**config.mk**
```make
export PLATFORM = sky130hd
export DESIGN_NAME = rx_len_counter
export DESIGN_NICKNAME = d
export VERILOG_FILES = /design/src/rtl/rxc_pkg.sv /design/src/rtl/rxc_preset_sel.sv /design/src/rtl/rxc_count_fsm.sv /design/src/rtl/rxc_len_latch.sv /design/src/rtl/rx_len_counter.sv
export SDC_FILE = /design/constraint.sdc
export NUM_CORES = 1
export LEC_CHECK = 0
export BUFFER_PORTS_ARGS = -buffer_cell sky130_fd_sc_hd__buf_2
export CAP_MARGIN = 20
export CELL_PAD_IN_SITES_DETAIL_PLACEMENT = 0
export CELL_PAD_IN_SITES_GLOBAL_PLACEMENT = 1
export CORE_MARGIN = 5
export CORE_UTILIZATION = 34
export DETAILED_ROUTE_END_ITERATION = 10
export PLACE_DENSITY_LB_ADDON = 0.1
export SKIP_CTS_REPAIR_TIMING = 1
export SYNTH_ARGS = -nofsm -noshare
export SYNTH_HDL_FRONTEND = slang
export SYNTH_HIERARCHICAL = 1
export SYNTH_SLANG_ARGS = --single-unit
```
**constraint.sdc**
```tcl
create_clock -name clk -period 1.6 [get_ports clk]
set_input_delay 0.16 -clock clk [delete_from_list [all_inputs] [get_ports clk]]
set_output_delay 0.16 -clock clk [all_outputs]
set_load 0.01 [all_outputs]
```
**src/rtl/rxc_pkg.sv**
```systemverilog
package rxc_pkg;

    typedef enum logic [1:0] {
        CNT_OFF     = 2'd0,
        CNT_RUN     = 2'd1,
        CNT_DRAINED = 2'd2
    } cnt_state_e;

    localparam int unsigned N_PRESET_SRC = 4;

endpackage

```
**src/rtl/rxc_preset_sel.sv**
```systemverilog
module rxc_preset_sel #(
    parameter int unsigned N_SRC = 4
) (
    input  logic [N_SRC-1:0] src_i,
    output logic             preset_o
);
    logic [N_SRC:0] chain;

    assign chain[0] = 1'b0;
    for (genvar g = 0; g < N_SRC; g++) begin : g_or
        assign chain[g+1] = chain[g] | src_i[g];
    end
    assign preset_o = chain[N_SRC];

endmodule

```
**src/rtl/rxc_count_fsm.sv**
```systemverilog
module rxc_count_fsm
    import rxc_pkg::*;
#(
    parameter int unsigned W = 16
) (
    input  logic         clk,
    input  logic         rst_n,
    input  logic         preset_i,
    input  logic [W-1:0] reload_i,
    input  logic         byte_i,
    input  logic         clr_i,
    output logic [W-1:0] cnt_o,
    output logic         irq_o,
    output logic         en_o
);
    localparam logic [W-1:0] ONE = W'(1);

    cnt_state_e   state_q, state_d;
    logic [W-1:0] cnt_q;
    logic         irq_q;
    logic         irq_set;

    // state register
    always_ff @(posedge clk or negedge rst_n) begin
        if (!rst_n) state_q <= CNT_OFF;
        else        state_q <= state_d;
    end

    // next state
    always_comb begin
        state_d = state_q;
        if (preset_i) begin
            state_d = (reload_i == '0) ? CNT_OFF : CNT_RUN;
        end else begin
            unique case (state_q)
                CNT_OFF:     state_d = CNT_OFF;
                CNT_RUN:     if (byte_i && cnt_q == ONE) state_d = CNT_DRAINED;
                CNT_DRAINED: state_d = CNT_DRAINED;
                default:     state_d = CNT_OFF;
            endcase
        end
    end

    assign irq_set = (state_q == CNT_DRAINED) && byte_i && !preset_i;

    // outputs: count and interrupt
    always_ff @(posedge clk or negedge rst_n) begin
        if (!rst_n) begin
            cnt_q <= '0;
            irq_q <= 1'b0;
        end else begin
            if (preset_i)
                cnt_q <= reload_i;
            else if (state_q == CNT_RUN && byte_i)
                cnt_q <= cnt_q - ONE;
            if (irq_set)
                irq_q <= 1'b1;
            else if (clr_i)
                irq_q <= 1'b0;
        end
    end

    assign cnt_o = cnt_q;
    assign irq_o = irq_q;
    assign en_o  = (state_q != CNT_OFF);


    preset_load_chk: assert property (@(posedge clk) disable iff (!rst_n)
        preset_i |=> (cnt_q == $past(reload_i)));


    off_zero_chk: assert property (@(posedge clk) disable iff (!rst_n)
        (state_q == CNT_OFF) |-> (cnt_q == '0 && !en_o));


    dec_step_chk: assert property (@(posedge clk) disable iff (!rst_n)
        (state_q == CNT_RUN && byte_i && !preset_i) |=> (cnt_q == $past(cnt_q) - ONE));


    ovl_set_chk: assert property (@(posedge clk) disable iff (!rst_n)
        (state_q == CNT_DRAINED && byte_i && !preset_i) |=> (irq_q && cnt_q == '0));


    irq_sticky_chk: assert property (@(posedge clk) disable iff (!rst_n)
        (irq_q && !clr_i) |=> irq_q);


    irq_cause_chk: assert property (@(posedge clk) disable iff (!rst_n)
        $rose(irq_q) |-> ($past(byte_i) && $past(state_q) == CNT_DRAINED));

endmodule

```
**src/rtl/rxc_len_latch.sv**
```systemverilog
module rxc_len_latch #(
    parameter int unsigned W = 16
) (
    input  logic         clk,
    input  logic         rst_n,
    input  logic         frame_end_i,
    input  logic [W-1:0] cnt_i,
    output logic [W-1:0] len_o
);
    logic [W-1:0] len_q;

    always_ff @(posedge clk or negedge rst_n) begin
        if (!rst_n)           len_q <= '0;
        else if (frame_end_i) len_q <= ~cnt_i;
    end

    assign len_o = len_q;


    len_capture_chk: assert property (@(posedge clk) disable iff (!rst_n)
        frame_end_i |=> (len_q == ~$past(cnt_i)));


    len_hold_chk: assert property (@(posedge clk) disable iff (!rst_n)
        !frame_end_i |=> $stable(len_q));

endmodule

```
**src/rtl/rx_len_counter.sv**
```systemverilog
module rx_len_counter
    import rxc_pkg::*;
#(
    parameter int unsigned CNT_W = 16
) (
    input  logic             clk,
    input  logic             rst_n,
    input  logic             cmd_trig_rx_i,
    input  logic             cmd_load_cnt_i,
    input  logic             cmd_purge_rx_i,
    input  logic             open_flag_i,
    input  logic             byte_xfer_i,
    input  logic             frame_end_i,
    input  logic             irq_clr_i,
    input  logic [CNT_W-1:0] reload_val_i,
    output logic [CNT_W-1:0] count_o,
    output logic [CNT_W-1:0] frame_len_o,
    output logic             ovl_irq_o,
    output logic             cnt_en_o
);
    logic                    preset;
    logic [N_PRESET_SRC-1:0] preset_src;
    logic [CNT_W-1:0]        cnt;

    assign preset_src = {open_flag_i, cmd_purge_rx_i, cmd_load_cnt_i, cmd_trig_rx_i};

    rxc_preset_sel #(.N_SRC(N_PRESET_SRC)) u_sel (
        .src_i    (preset_src),
        .preset_o (preset)
    );

    rxc_count_fsm #(.W(CNT_W)) u_fsm (
        .clk      (clk),
        .rst_n    (rst_n),
        .preset_i (preset),
        .reload_i (reload_val_i),
        .byte_i   (byte_xfer_i),
        .clr_i    (irq_clr_i),
        .cnt_o    (cnt),
        .irq_o    (ovl_irq_o),
        .en_o     (cnt_en_o)
    );

    rxc_len_latch #(.W(CNT_W)) u_len (
        .clk         (clk),
        .rst_n       (rst_n),
        .frame_end_i (frame_end_i),
        .cnt_i       (cnt),
        .len_o       (frame_len_o)
    );

    assign count_o = cnt;

endmodule

```
Yosys cells after proc, flatten, opt, wreduce, memory -nomap -nowiden. Index checks and enable logic that the tools add are counted.

$add $sub $neg: 1. Mux-type cells: 8. Reduce and logical (&&, ||, !) cells: 9. Equal/unequal tests: 4. Bitwise gates (word level): 4.

Operators by type and width (count): 16-bit two-way mux (2); 16-bit by 1-bit equality test with 1-bit output, second input constant (1); 16-bit zero test (1); 16-bit inverter (1); 16-bit by 1-bit subtractor with 16-bit output, second input constant (1); 2-bit nonzero test (3); 1-bit logical AND (4); 2-bit two-way mux (2); 2-bit one-hot mux with 2 select lines (1); 1-bit two-way mux (3); 3-bit by 1-bit != test with 1-bit output, second input constant (1); 1-bit bitwise OR (3); 2-bit by 1-bit equality test with 1-bit output, second input constant (1); 2-bit equality test, second input constant (1); 1-bit zero test (1).

Input port bits: 25. Output and inout bits: 34. Register bits: 35.

Longest topological paths before layout.
Word-level depth: 6. Depth in mapped cells: 6. Mapped depth without buffers: 6.

Hierarchy. Netlist, hierarchy kept.

Modules (own cells, without submodules): rxc_count_fsm (sequential area each 475.5 µm², area an instance 1167.4 µm², cells an instance 126, instances 1); rxc_len_latch (sequential area each 400.4 µm², area an instance 649.4 µm², cells an instance 50, instances 1); rxc_preset_sel (sequential area each 0.0 µm², area an instance 7.5 µm², cells an instance 1, instances 1).

Worst setup path before layout. Ideal clock, no wire load.

Kind: flip-flop to flip-flop. From: reg u_fsm.state_q[1]. To: reg u_fsm.cnt_q[12] (netlist: u_fsm/cnt_o[12]). Clock period less this slack: 1680 ps. Stages on the path, launching flop included: 7. Slack: -80 ps. Required time: 1518 ps. Arrival: 1598 ps. Library setup time: 82 ps. Cell sequence: dfrtp_1 inv_1 ha_1 and3_4 nand4_4 or4_1 a31oi_1.

Cells in the longest elaborated chain, start to end: 3.

Ends and longest elaborated chain: start, declared (line rxc_count_fsm.sv:18) `cnt_state_e state_q, state_d;`; start signal, assigned (line rxc_count_fsm.sv:26) `else state_q <= state_d;`; 2-bit by 1-bit equality test with 1-bit output (line rxc_count_fsm.sv:54) `else if (state_q == CNT_RUN && byte_i)`; 1-bit logical AND (line rxc_count_fsm.sv:54); 2-bit nonzero test (no source line); end signal, assigned (line rxc_count_fsm.sv:53) `cnt_q <= reload_i;`; end signal, assigned (line rxc_count_fsm.sv:55) `cnt_q <= cnt_q - ONE;`; end, declared (line rxc_count_fsm.sv:19) `logic [W-1:0] cnt_q;`.

No other way between the ends. A chain may end at the register's enable or synchronous reset.

Final worst setup path.
From: reg u_fsm.cnt_q[0] (netlist: u_fsm/cnt_o[0]). To: reg u_fsm.cnt_q[12] (netlist: u_fsm/cnt_o[12]).

Cells in the longest elaborated chain, start to end: 3.

Ends and longest elaborated chain: 16-bit by 1-bit subtractor with 16-bit output (line rxc_count_fsm.sv:55); 16-bit two-way mux (line rxc_count_fsm.sv:54); 16-bit two-way mux (line rxc_count_fsm.sv:52) `if (preset_i)`.

No other way between the ends. The select of a mux whose other input is x is not followed.

==> impl_metrics.xml <==
<?xml version="1.0" encoding="UTF-8"?>
<metrics>
  <group name="timing">
    <metric name="finalClockSkew" unit="ps">7.671</metric>
    <metric name="hold_violations" unit="">0</metric>
    <metric name="timing.hold.ws" unit="ps">101.8</metric>
    <metric name="max_freq" unit="GHz">0.6449</metric>
    <metric name="timing.final.ws_setup" unit="ps">49.32</metric>
    <metric name="fraction_of_the_cycle_the_final_worst_path_needs" unit="%">96.92</metric>
    <metric name="rsz0062_at_grt" unit="">true</metric>
    <metric name="layout_min_cycle_time" unit="ps">1551</metric>
    <metric name="finalSetupViolCount" unit="">0</metric>
    <metric name="maxSlewHeadroom" unit="%">66.30</metric>
    <metric name="worstMarginPinSlew" unit="ps">505.5</metric>
    <metric name="total_count_of_max_transition_violations_in_the_final_report" unit="">0</metric>
  </group>
  <group name="setup_path">
    <metric name="cpMaxStageDelayCell" unit="">sky130_fd_sc_hd__dfrtp_2</metric>
    <metric name="setup.worst_path.end_class" unit="">flip-flop</metric>
    <metric name="critical_path_class" unit="">reg2reg</metric>
    <metric name="crit_family" unit="">simple AND/OR/NAND/NOR gates</metric>
    <metric name="cp_data_required_time" unit="ps">1810</metric>
    <metric name="critPathMaxStageDelay" unit="ps">420</metric>
    <metric name="timing.critical_path.from_type" unit="">flip-flop</metric>
    <metric name="cp_max_fo" unit="">4</metric>
    <metric name="reg2reg_setup_slack" unit="ps">50</metric>
    <metric name="worstPathBufferInverterCount" unit="">1</metric>
    <metric name="crit_chain" unit="">inv_2 &gt; ha_1 &gt; and3_4 &gt; nand4_4 &gt; or4_1 &gt; a31oi_1</metric>
    <metric name="critPathArrivalTime" unit="ps">1760</metric>
  </group>
  <group name="placement">
    <metric name="dp_worst_setup_slack" unit="ps">-3.701</metric>
    <metric name="port-buffer-count" unit="">58</metric>
    <metric name="dp_hpwl" unit="um">3843</metric>
    <metric name="place.gp.congestion" unit="">0.7976</metric>
    <metric name="placement.cell_area" unit="um^2">2411</metric>
  </group>
  <group name="routing">
    <metric name="postRouteWirelength" unit="um">4891</metric>
    <metric name="routed-via-count" unit="">1602</metric>
    <metric name="drc" unit="">0</metric>
    <metric name="first_iter_violations" unit="">52</metric>
    <metric name="firstDrtPassIters" unit="">4</metric>
    <metric name="final_antenna_net_count" unit="">0</metric>
    <metric name="drt-vias-per-instance" unit="">4.726</metric>
    <metric name="route.detailed.wl_per_inst" unit="um">14.43</metric>
  </group>
  <group name="yosys">
    <metric name="synth.yosys.seq_area_share" unit="%">48.01</metric>
    <metric name="postSynthAreaPerCell" unit="um^2">10.31</metric>
    <metric name="synth_cells" unit="">177</metric>
    <metric name="synthesis.nets" unit="">207</metric>
    <metric name="ys_top_cells_by_count" unit="">35 x sky130_fd_sc_hd__dfrtp_1, 22 x sky130_fd_sc_hd__inv_1, 15 x sky130_fd_sc_hd__mux2i_1, 15 x sky130_fd_sc_hd__nand2_1, 15 x sky130_fd_sc_hd__o21ai_0</metric>
    <metric name="synthMostInstantiatedCell" unit="">sky130_fd_sc_hd__dfrtp_1</metric>
    <metric name="synth_cell_type_count" unit="">37</metric>
    <metric name="synthDominantAreaCellType" unit="">sky130_fd_sc_hd__dfrtp_1</metric>
    <metric name="asyncSetResetFlopFracSynth" unit="%">100.0</metric>
    <metric name="synth.top_cells.by_area" unit="">sky130_fd_sc_hd__dfrtp_1 48%, sky130_fd_sc_hd__mux2i_1 8.2%, sky130_fd_sc_hd__inv_1 4.5%</metric>
    <metric name="yosysWarnings" unit="">6</metric>
    <metric name="post_synth_instance_area" unit="um^2">1824</metric>
    <metric name="dominantRegCellSynth" unit="">sky130_fd_sc_hd__dfrtp_1</metric>
    <metric name="fraction_of_post_synthesis_cell_area_in_the_top_cell_type_by_area" unit="%">48.01</metric>
    <metric name="synth_seq_cells" unit="">35</metric>
    <metric name="post_synth_edffs" unit="">0</metric>
  </group>
  <group name="die">
    <metric name="floorplan.initialDensity" unit="%">35.27</metric>
    <metric name="core_region_area" unit="um^2">5172</metric>
    <metric name="num_io_pins" unit="">59</metric>
    <metric name="fp.dieArea" unit="um^2">6931</metric>
    <metric name="die_h" unit="um">83.25</metric>
    <metric name="rows" unit="">26</metric>
    <metric name="fp.dieW" unit="um">83.25</metric>
  </group>
  <group name="job">
    <metric name="cap_violations" unit="">0</metric>
  </group>
  <group name="layout">
    <metric name="areaGrowthSynthToFinish" unit="%">37.79</metric>
    <metric name="final_design_area_no_fill" unit="um^2">2514</metric>
    <metric name="num_antenna_cells" unit="">0</metric>
    <metric name="nNetsFinal" unit="">298</metric>
    <metric name="fin_util" unit="%">48.60</metric>
    <metric name="fraction_of_layout_cells_with_a_size_suffix_above_1" unit="%">40.52</metric>
  </group>
  <group name="power_and_ir_drop">
    <metric name="worst_ir_drop_vdd" unit="mV">0.2991</metric>
    <metric name="leakage_component_of_the_power" unit="nW">1.261</metric>
    <metric name="power_density" unit="nW/um^2">821.4</metric>
  </group>
  <group name="global_route">
    <metric name="grt_busiest_layer" unit="">met2</metric>
    <metric name="grt_max_degree" unit="">36</metric>
    <metric name="global_route_wire_length_before_repair" unit="um">8273</metric>
    <metric name="antenna_violations_before_repair" unit="">0</metric>
    <metric name="use_met2" unit="%">22.89</metric>
    <metric name="grtUsageMet3" unit="%">4.653</metric>
    <metric name="grtUsageTotal" unit="%">15.05</metric>
    <metric name="grt.overflow.total" unit="">0</metric>
    <metric name="first_global_vias" unit="">1653</metric>
    <metric name="use_met1" unit="%">20.14</metric>
  </group>
  <group name="clock_tree">
    <metric name="numCtsBuffers" unit="">5</metric>
    <metric name="max-clock-path-buffers" unit="">2</metric>
    <metric name="clock_sink_count" unit="">35</metric>
    <metric name="clock_insertion_delay_worst_skew" unit="ps">290</metric>
    <metric name="clkTransAtPathRegs" unit="ps">70</metric>
    <metric name="ctsRootBufferMaster" unit="">sky130_fd_sc_hd__clkbuf_8</metric>
    <metric name="clock_tree_from_tritoncts" unit="">yes</metric>
    <metric name="clock_tree.htree_level_count" unit="">2</metric>
  </group>
  <group name="outcome">
    <metric name="status" unit="">complete, no violations</metric>
  </group>
  <group name="worst_hold_path">
    <metric name="min-delay-path-class" unit="">in2reg</metric>
  </group>
</metrics>
## cell type report
type / count / area [um^2]
Sequential cell: 35 / 877.1
Clock buffer: 7 / 76.32
Timing Repair Buffer: 89 / 538.0
Fill cell: 512 / 2659
Clock inverter: 1 / 5.005
Inverter: 22 / 82.58
Multi-Input combinational cell: 115 / 847.1
Tap cell: 70 / 87.58
## sequential cells by signal (all words and copies together) (netlist names)
| signal | cells |
|---|---|
| u_fsm/irq_o | 1 |
| u_len/len_o | 16 |
| u_fsm/cnt_o | 16 |
| u_fsm/state_q | 2 |
## cell usage in the layout, fill, tap and decap left out, types with 9 or more instances in the layout
master,n
sky130_fd_sc_hd__nor2_1,9
sky130_fd_sc_hd__buf_2,58
sky130_fd_sc_hd__inv_1,20
sky130_fd_sc_hd__o21ai_0,15
sky130_fd_sc_hd__nand2_1,15
sky130_fd_sc_hd__mux2i_1,15
sky130_fd_sc_hd__dfrtp_1,34
sky130_fd_sc_hd__buf_4,29
## power breakdown
| part | switching (W) | leakage [nW] | internal [W] |
|---|---|---|---|
| Sequential | 0.0000457 | 0.408 | 0.000960 |
| Clock | 0.000316 | 0.0422 | 0.000305 |
| Combinational | 0.000234 | 0.811 | 0.000204 |
| Total | 0.000596 | 1.26 | 0.00147 |
## layer usage
layer	share of wire, %	wire, um	up-vias
li1	-	-	808
met1	49	2388	740
met2	44	2147	47
met3	5.7	280	7
met4	1.6	76	0
met5	0	0	-
## worst paths after layout
path                                       from               to  cells past startpoint
worst min-delay path            reload_val_i[9]   u_fsm/cnt_o[9]                      3
worst max-delay path             u_fsm/cnt_o[0]  u_fsm/cnt_o[12]                      6
worst min register to register      u_fsm/irq_o      u_fsm/irq_o                      1
max in group asynchronous                 rst_n   u_fsm/cnt_o[0]                      3
min in group asynchronous                 rst_n   u_len/len_o[3]                      3
worst max register to register   u_fsm/cnt_o[0]  u_fsm/cnt_o[12]                      6
## through the flow
step                total power [W]  cells  setup TNS (ps)
floorplan                  0.001231    177          -8.042
global placement           0.001462    330               0
detailed placement         0.001463    330          -3.701
CTS                        0.002098    338         -0.5567
global route               0.002194    339          -85.75
finish                     0.002065    339               0
## kinds of logic (layout without fill, tap and decap cells)
kind of cell | count (synthesis) | after routing | synth area share (%)
AND/OR/NAND/NOR | 57 | 57 | 19.41
flip-flops | 35 | 35 | 48.01
AO/OA/AOI/OAI | 28 | 28 | 9.259
buffers and inverters | 27 | 119 | 6.859
multiplexers | 15 | 15 | 8.230
XOR/XNOR | 10 | 10 | 4.801
adder cells (fa/ha/maj) | 5 | 5 | 3.429
## tightest hold or removal path, stage by stage
cell and delay, ps:
sky130_fd_sc_hd__buf_2 90, sky130_fd_sc_hd__nand2_1 50, sky130_fd_sc_hd__o21ai_0 60
(Power assumes the default switching activity.)
